--- src/rtl/rtcnt_pkg.sv ---
package rtcnt_pkg;
    localparam int unsigned HALF_W  = 16;
    localparam int unsigned CNT_W   = 2 * HALF_W;
    localparam int unsigned NUM_SRC = 3;

    // word addresses of the register bus
    typedef enum logic [2:0] {
        A_IRQ_EN  = 3'd0,
        A_CTRL    = 3'd1,
        A_PRE_HI  = 3'd2,
        A_PRE_LO  = 3'd3,
        A_CNT_HI  = 3'd4,
        A_CNT_LO  = 3'd5,
        A_ALM_HI  = 3'd6,
        A_ALM_LO  = 3'd7
    } reg_addr_e;

    // bit positions in the control word
    localparam int unsigned FLG_TICK  = 0;
    localparam int unsigned FLG_ALM   = 1;
    localparam int unsigned FLG_OVF   = 2;
    localparam int unsigned BIT_SYNC  = 3;
    localparam int unsigned BIT_CFG   = 4;
    localparam int unsigned BIT_IDLE  = 5;

    // staged-value dirty markers
    localparam int unsigned DRT_PRE = 0;
    localparam int unsigned DRT_CNT = 1;
    localparam int unsigned DRT_ALM = 2;
endpackage

--- src/rtl/rtcnt_divider.sv ---
module rtcnt_divider #(
    parameter int unsigned W       = 20,
    parameter logic [W-1:0] RST_VAL = W'(32'h8000)
) (
    input  logic         clk,
    input  logic         rst_n,
    input  logic         load,
    input  logic [W-1:0] reload,
    output logic         tick
);
    typedef struct packed {
        logic [W-1:0] cnt;
    } div_t;

    div_t s_d, s_q;

    always_comb begin
        s_d  = s_q;
        tick = (s_q.cnt == '0) && !load;
        if (load || tick) begin
            s_d.cnt = reload;
        end else begin
            s_d.cnt = s_q.cnt - 1'b1;
        end
    end

    always_ff @(posedge clk) begin
        if (!rst_n) begin
            s_q.cnt <= RST_VAL;
        end else begin
            s_q <= s_d;
        end
    end
endmodule

--- src/rtl/rtcnt_flags.sv ---
module rtcnt_flags #(
    parameter int unsigned N = 3
) (
    input  logic         clk,
    input  logic         rst_n,
    input  logic [N-1:0] ev,
    input  logic         clr_we,
    input  logic [N-1:0] clr_keep,
    input  logic         en_we,
    input  logic [N-1:0] en_wdata,
    output logic [N-1:0] flags,
    output logic [N-1:0] en,
    output logic         irq
);
    typedef struct packed {
        logic [N-1:0] flags;
        logic [N-1:0] en;
    } flg_t;

    flg_t s_d, s_q;

    always_comb begin
        s_d = s_q;
        for (int i = 0; i < int'(N); i++) begin
            // a software clear loses against a same-cycle hardware event
            if (clr_we && !clr_keep[i]) begin
                s_d.flags[i] = 1'b0;
            end
            if (ev[i]) begin
                s_d.flags[i] = 1'b1;
            end
        end
        if (en_we) begin
            s_d.en = en_wdata;
        end
    end

    always_ff @(posedge clk) begin
        if (!rst_n) begin
            s_q <= '0;
        end else begin
            s_q <= s_d;
        end
    end

    assign flags = s_q.flags;
    assign en    = s_q.en;
    assign irq   = |(s_q.flags & s_q.en);
endmodule

--- src/rtl/rtcnt_top.sv ---
module rtcnt_top
    import rtcnt_pkg::*;
#(
    parameter int unsigned PRE_W    = 20,
    parameter logic [PRE_W-1:0] PRE_RST = PRE_W'(32'h8000),
    parameter int unsigned BUSY_CYC = 3
) (
    input  logic        clk,
    input  logic        rst_n,
    input  logic        bus_we,
    input  logic [2:0]  bus_addr,
    input  logic [15:0] bus_wdata,
    output logic [15:0] bus_rdata,
    output logic        irq
);
    localparam int unsigned PRE_HI_W = PRE_W - HALF_W;
    localparam int unsigned BUSY_W   = $clog2(BUSY_CYC + 1);

    typedef struct packed {
        logic [PRE_W-1:0]  pre;
        logic [CNT_W-1:0]  cnt;
        logic [CNT_W-1:0]  alm;
        logic [PRE_W-1:0]  stg_pre;
        logic [CNT_W-1:0]  stg_cnt;
        logic [CNT_W-1:0]  stg_alm;
        logic [2:0]        dirty;
        logic              cfg;
        logic              sync;
        logic [BUSY_W-1:0] busy;
    } state_t;

    state_t s_d, s_q;

    logic               wr_idle;
    logic               we_ok;
    logic               commit;
    logic               tick;
    logic               div_load;
    logic [CNT_W-1:0]   cnt_inc;
    logic [NUM_SRC-1:0] ev;
    logic [NUM_SRC-1:0] flags;
    logic [NUM_SRC-1:0] irq_en;
    reg_addr_e          addr;

    assign addr    = reg_addr_e'(bus_addr);
    assign wr_idle = (s_q.busy == '0);
    assign we_ok   = bus_we && wr_idle;
    assign commit  = we_ok && (addr == A_CTRL) && s_q.cfg && !bus_wdata[BIT_CFG];
    assign cnt_inc = s_q.cnt + 1'b1;

    always_comb begin
        ev              = '0;
        ev[FLG_TICK]    = tick;
        ev[FLG_ALM]     = tick && (cnt_inc == s_q.alm);
        ev[FLG_OVF]     = tick && (&s_q.cnt);
    end

    always_comb begin
        s_d = s_q;
        if (s_q.busy != '0) begin
            s_d.busy = s_q.busy - 1'b1;
        end
        if (tick) begin
            s_d.cnt = cnt_inc;
        end
        if (we_ok) begin
            unique case (addr)
                A_CTRL: begin
                    s_d.cfg = bus_wdata[BIT_CFG];
                    if (!bus_wdata[BIT_SYNC]) begin
                        s_d.sync = 1'b0;
                    end
                    if (!s_q.cfg && bus_wdata[BIT_CFG]) begin
                        s_d.stg_pre = s_q.pre;
                        s_d.stg_cnt = s_q.cnt;
                        s_d.stg_alm = s_q.alm;
                        s_d.dirty   = '0;
                    end
                end
                A_PRE_HI: if (s_q.cfg) begin
                    s_d.stg_pre[PRE_W-1:HALF_W] = bus_wdata[PRE_HI_W-1:0];
                    s_d.dirty[DRT_PRE] = 1'b1;
                end
                A_PRE_LO: if (s_q.cfg) begin
                    s_d.stg_pre[HALF_W-1:0] = bus_wdata;
                    s_d.dirty[DRT_PRE] = 1'b1;
                end
                A_CNT_HI: if (s_q.cfg) begin
                    s_d.stg_cnt[CNT_W-1:HALF_W] = bus_wdata;
                    s_d.dirty[DRT_CNT] = 1'b1;
                end
                A_CNT_LO: if (s_q.cfg) begin
                    s_d.stg_cnt[HALF_W-1:0] = bus_wdata;
                    s_d.dirty[DRT_CNT] = 1'b1;
                end
                A_ALM_HI: if (s_q.cfg) begin
                    s_d.stg_alm[CNT_W-1:HALF_W] = bus_wdata;
                    s_d.dirty[DRT_ALM] = 1'b1;
                end
                A_ALM_LO: if (s_q.cfg) begin
                    s_d.stg_alm[HALF_W-1:0] = bus_wdata;
                    s_d.dirty[DRT_ALM] = 1'b1;
                end
                default: ;
            endcase
        end
        if (commit) begin
            if (s_q.dirty[DRT_PRE]) s_d.pre = s_q.stg_pre;
            if (s_q.dirty[DRT_CNT]) s_d.cnt = s_q.stg_cnt;
            if (s_q.dirty[DRT_ALM]) s_d.alm = s_q.stg_alm;
            s_d.dirty = '0;
            s_d.busy  = BUSY_W'(BUSY_CYC);
        end
        if (tick) begin
            s_d.sync = 1'b1;
        end
    end

    always_ff @(posedge clk) begin
        if (!rst_n) begin
            s_q     <= '0;
            s_q.pre <= PRE_RST;
            s_q.alm <= '1;
        end else begin
            s_q <= s_d;
        end
    end

    assign div_load = commit && (s_q.dirty[DRT_PRE] || s_q.dirty[DRT_CNT]);

    rtcnt_divider #(
        .W       (PRE_W),
        .RST_VAL (PRE_RST)
    ) div_i (
        .clk    (clk),
        .rst_n  (rst_n),
        .load   (div_load),
        .reload (s_d.pre),
        .tick   (tick)
    );

    rtcnt_flags #(
        .N (NUM_SRC)
    ) flg_i (
        .clk      (clk),
        .rst_n    (rst_n),
        .ev       (ev),
        .clr_we   (we_ok && (addr == A_CTRL)),
        .clr_keep (bus_wdata[NUM_SRC-1:0]),
        .en_we    (we_ok && (addr == A_IRQ_EN)),
        .en_wdata (bus_wdata[NUM_SRC-1:0]),
        .flags    (flags),
        .en       (irq_en),
        .irq      (irq)
    );

    always_comb begin
        bus_rdata = '0;
        unique case (addr)
            A_IRQ_EN: bus_rdata[NUM_SRC-1:0] = irq_en;
            A_CTRL: begin
                bus_rdata[NUM_SRC-1:0] = flags;
                bus_rdata[BIT_SYNC]    = s_q.sync;
                bus_rdata[BIT_CFG]     = s_q.cfg;
                bus_rdata[BIT_IDLE]    = wr_idle;
            end
            A_PRE_HI: bus_rdata = HALF_W'(s_q.pre[PRE_W-1:HALF_W]);
            A_PRE_LO: bus_rdata = s_q.pre[HALF_W-1:0];
            A_CNT_HI: bus_rdata = s_q.cnt[CNT_W-1:HALF_W];
            A_CNT_LO: bus_rdata = s_q.cnt[HALF_W-1:0];
            A_ALM_HI: bus_rdata = s_q.alm[CNT_W-1:HALF_W];
            A_ALM_LO: bus_rdata = s_q.alm[HALF_W-1:0];
            default:  bus_rdata = '0;
        endcase
    end
endmodule

--- config.mk ---
export PLATFORM = sky130hd
export DESIGN_NAME = rtcnt_top
export DESIGN_NICKNAME = d
export VERILOG_FILES = /design/src/rtl/rtcnt_pkg.sv /design/src/rtl/rtcnt_divider.sv /design/src/rtl/rtcnt_flags.sv /design/src/rtl/rtcnt_top.sv
export SDC_FILE = /design/constraint.sdc
export NUM_CORES = 1
export LEC_CHECK = 0
export BUFFER_PORTS_ARGS = -buffer_cell sky130_fd_sc_hd__buf_2
export CAP_MARGIN = 10
export CORE_ASPECT_RATIO = 0.7
export CORE_MARGIN = 2
export CORE_UTILIZATION = 50
export DETAILED_ROUTE_END_ITERATION = 8
export GPL_ROUTABILITY_DRIVEN = 0
export HOLD_SLACK_MARGIN = 0.03
export PLACE_DENSITY = 0.79
export SYNTH_ARGS = -nofsm -noshare
export SYNTH_HDL_FRONTEND = slang
export SYNTH_SLANG_ARGS = --single-unit
--- constraint.sdc ---
create_clock -name clk -period 2.76 [get_ports clk]
set_input_delay 0.138 -clock clk [delete_from_list [all_inputs] [get_ports clk]]
set_output_delay 0.138 -clock clk [all_outputs]
set_load 0.1 [all_outputs]
==> flow_summary.toml <==
[worst_setup_path]
critPathMaxFanout = 6
path_class = "flip-flop to flip-flop"
worstPathArrival_ns = 3.04
crit_path_start_kind = "flip-flop"
cp-end-kind = "flip-flop"
crit_required_ns = 3.19

[placed_design]
place_inst = 1549
hpwlAfterDp_um = 22600
numPortBuffers = 38
pre_cts_ws_ns = 0.205
post_dp_cell_area_mm2 = 0.0113

[clocking]
htreeDepth = 1
clk_latency_ns = 0.52
root_buffer = "clkbuf_16"
tritoncts = "done"
numClockSinks = 201
cts-buffers-inserted = 21
clkTransAtPathRegs_ns = 0.07
clk_path_buf_depth = 3

[yosys]
syn-mean-instance-area_um2 = 8.18
syn-cell-area_mm2 = 0.0106
yosysMostFrequentCell = "nand2_1"
yosys-top-cells-area = "dfxtp_1 (38%), nand2_1 (7.2%), nor2_1 (6.2%)"
synthesis.nets = 1326
ys_async_sr_fraction_pct = 0
yosysTopAreaCellShare_pct = 37.8
synth-seq-cells = 201
synth_ff_type = "dfxtp_1"
synth_seq_area_share_pct = 37.8
synth-edff-count = 0
syn_inst = 1301
synth_commonest_cells = "nand2_1 (205), dfxtp_1 (201), nor2_1 (177)"
synth_area_leader_cell = "dfxtp_1"
synth.distinct_cells = 70
yosysWarnings = 0

[job]
maxCapViolations = 0

[outcome]
status = "completed"

[min_path]
hold_class = "primary input to flip-flop"

[finish]
area_delta_synth_final_pct = 15.0
drive_above_1_share_pct = 12.4
final_cells = 1603
nets = 1338
final_area_mm2 = 0.0122

[die]
start_util_pct = 51.1
rows = 44
die_w_um = 178
ios = 39
core_region_area_mm2 = 0.0208
die_area_mm2 = 0.0225
die_h_um = 126

[routing]
drt-pass1-iter-count = 7
first_iter_violations = 1415
post_drt_wl_per_cell_um = 20.6
vias = 10000
via_per_inst = 6.25
drcViolationCount = 0
ant_nets = 0
wl_um = 33000

[sta]
fin_setup_tns_ns = 0
maxSlewHeadroom_pct = 36.3
finalCritPeriodShare_pct = 94.7
max_freq_mhz = 383
finalCriticalPeriod_ns = 2.61
grt_setup_unrepaired = "no"
setup_violations = 0
worstMarginPinSlew_ns = 0.955
clock_skew_ns = 0.0180
hold_viol = 0
slew_violations = 0
hold_slack_ns = 0.0436
worst_slack_ns = 0.148

[grt]
overflow = 0
grt_start_max_net_pins = 85
antenna_found_initial = 1
grt_pass1_wl_um = 52300
track_usage_pct = 29.5
grt_pass1_vias = 9241

[pwr]
p_leak_nw = 4.57
peakVddDrop_uv = 468
power.density_mw_per_mm2 = 635
## path summary, 6_finish.rpt
kind                                 endpoint            startpoint  cells past startpoint  slack [ns]
hold reg to reg         s_q[118]$_SDFFE_PN1P_  s_q[34]$_SDFFE_PN0P_                      2        0.47
setup / recovery  flg_i.flags[1]$_SDFFE_PN0P_   s_q[133]$_SDFF_PN0_                      7        0.15
hold / removal           s_q[25]$_SDFFE_PN0P_          bus_wdata[2]                      3        0.04
setup reg to reg  flg_i.flags[1]$_SDFFE_PN0P_   s_q[133]$_SDFF_PN0_                      7        0.15
## flip-flops by register name, summed over array words and instances, names as in the netlist
register	count
s_q	175
div_i.s_q	20
flg_i.en	3
flg_i.flags	3
## cell families after synthesis
group / synth area share, %
AO/OA/AOI/OAI: 16.1
XOR/XNOR: 8.28
adder cells (fa/ha/maj): 0.353
buffers and inverters: 5.44
flip-flops: 37.8
multiplexers: 8.77
AND/OR/NAND/NOR: 23.2
## routing by layer
| metal | track usage, % | share of wire (%) | vias up |
|---|---|---|---|
| met3 | 6.49 | 12 | 69 |
| met1 | 43.7 | 43 | 4768 |
| met5 | 0 | 0 | - |
| li1 | - | - | 4610 |
| met4 | 9.52 | 3.4 | 0 |
| met2 | 42.2 | 42 | 579 |
## power breakdown
group / switching (mW) / total, mW / internal [mW]
clock: 1.22 / 3.08 / 1.86
combinational: 0.882 / 1.47 / 0.589
sequential: 0.155 / 3.22 / 3.07
## final cells by class
cell class	instances	area (um2)
Fill cell	1837	8570
Multi-Input combinational cell	969	6070
Sequential cell	201	4030
Timing Repair Buffer	106	1010
Clock buffer	28	582
Tap cell	276	345
Clock inverter	8	150
Inverter	14	55.1
Antenna cell	1	2.50
## repair_timing
action                                  in CTS  in global routing
endpoints found under the setup margin       0                  1
hold buffers                                15                  0
resized for setup                            0                  3
hold endpoints to repair                    42                  0
setup buffers                                0                  2
## placed cells by master, fill, tap and decap left out, drive strengths merged, types with 4 or more instances in the layout
| master | netlist | layout |
|---|---|---|
| xnor2 | 61 | 61 |
| bufinv | 0 | 4 |
| buf | 39 | 91 |
| o21ai | 48 | 48 |
| o211ai | 9 | 9 |
| xor2 | 36 | 36 |
| dfxtp | 201 | 201 |
| mux4 | 12 | 12 |
| a311oi | 52 | 52 |
| and2 | 6 | 6 |
| or3 | 5 | 5 |
| a22oi | 5 | 5 |
| mux2i | 64 | 64 |
| a211oi | 50 | 50 |
| nand3 | 68 | 68 |
| inv | 12 | 15 |
| dlygate4sd3 | 0 | 15 |
| nor2 | 178 | 178 |
| a22o | 11 | 11 |
| clkbuf | 78 | 28 |
| nand2 | 205 | 205 |
| and3 | 12 | 12 |
| a31oi | 4 | 4 |
| nor4 | 15 | 15 |
| nand2b | 7 | 7 |
| nor3 | 23 | 23 |
| a21oi | 40 | 40 |
| nand4 | 12 | 12 |
## critical path, stage by stage, from the launching register on
cell	delay [ns]
dfxtp_1	0.47
nand4_2	0.27
or4_1	0.63
xnor2_1	0.17
a2bb2oi_1	0.15
nor4_1	0.34
nand4_1	0.17
o41ai_2	0.32
## through the flow
step | power [mW] | utilization, %
floorplan | 4.26 | -
finish | 7.77 | 58.8
CTS | 7.76 | 58.7
global placement | 4.66 | 54.4
global route | 8.06 | 58.8
detailed placement | 4.70 | 54.4
Power figures use the tool's default switching activity.
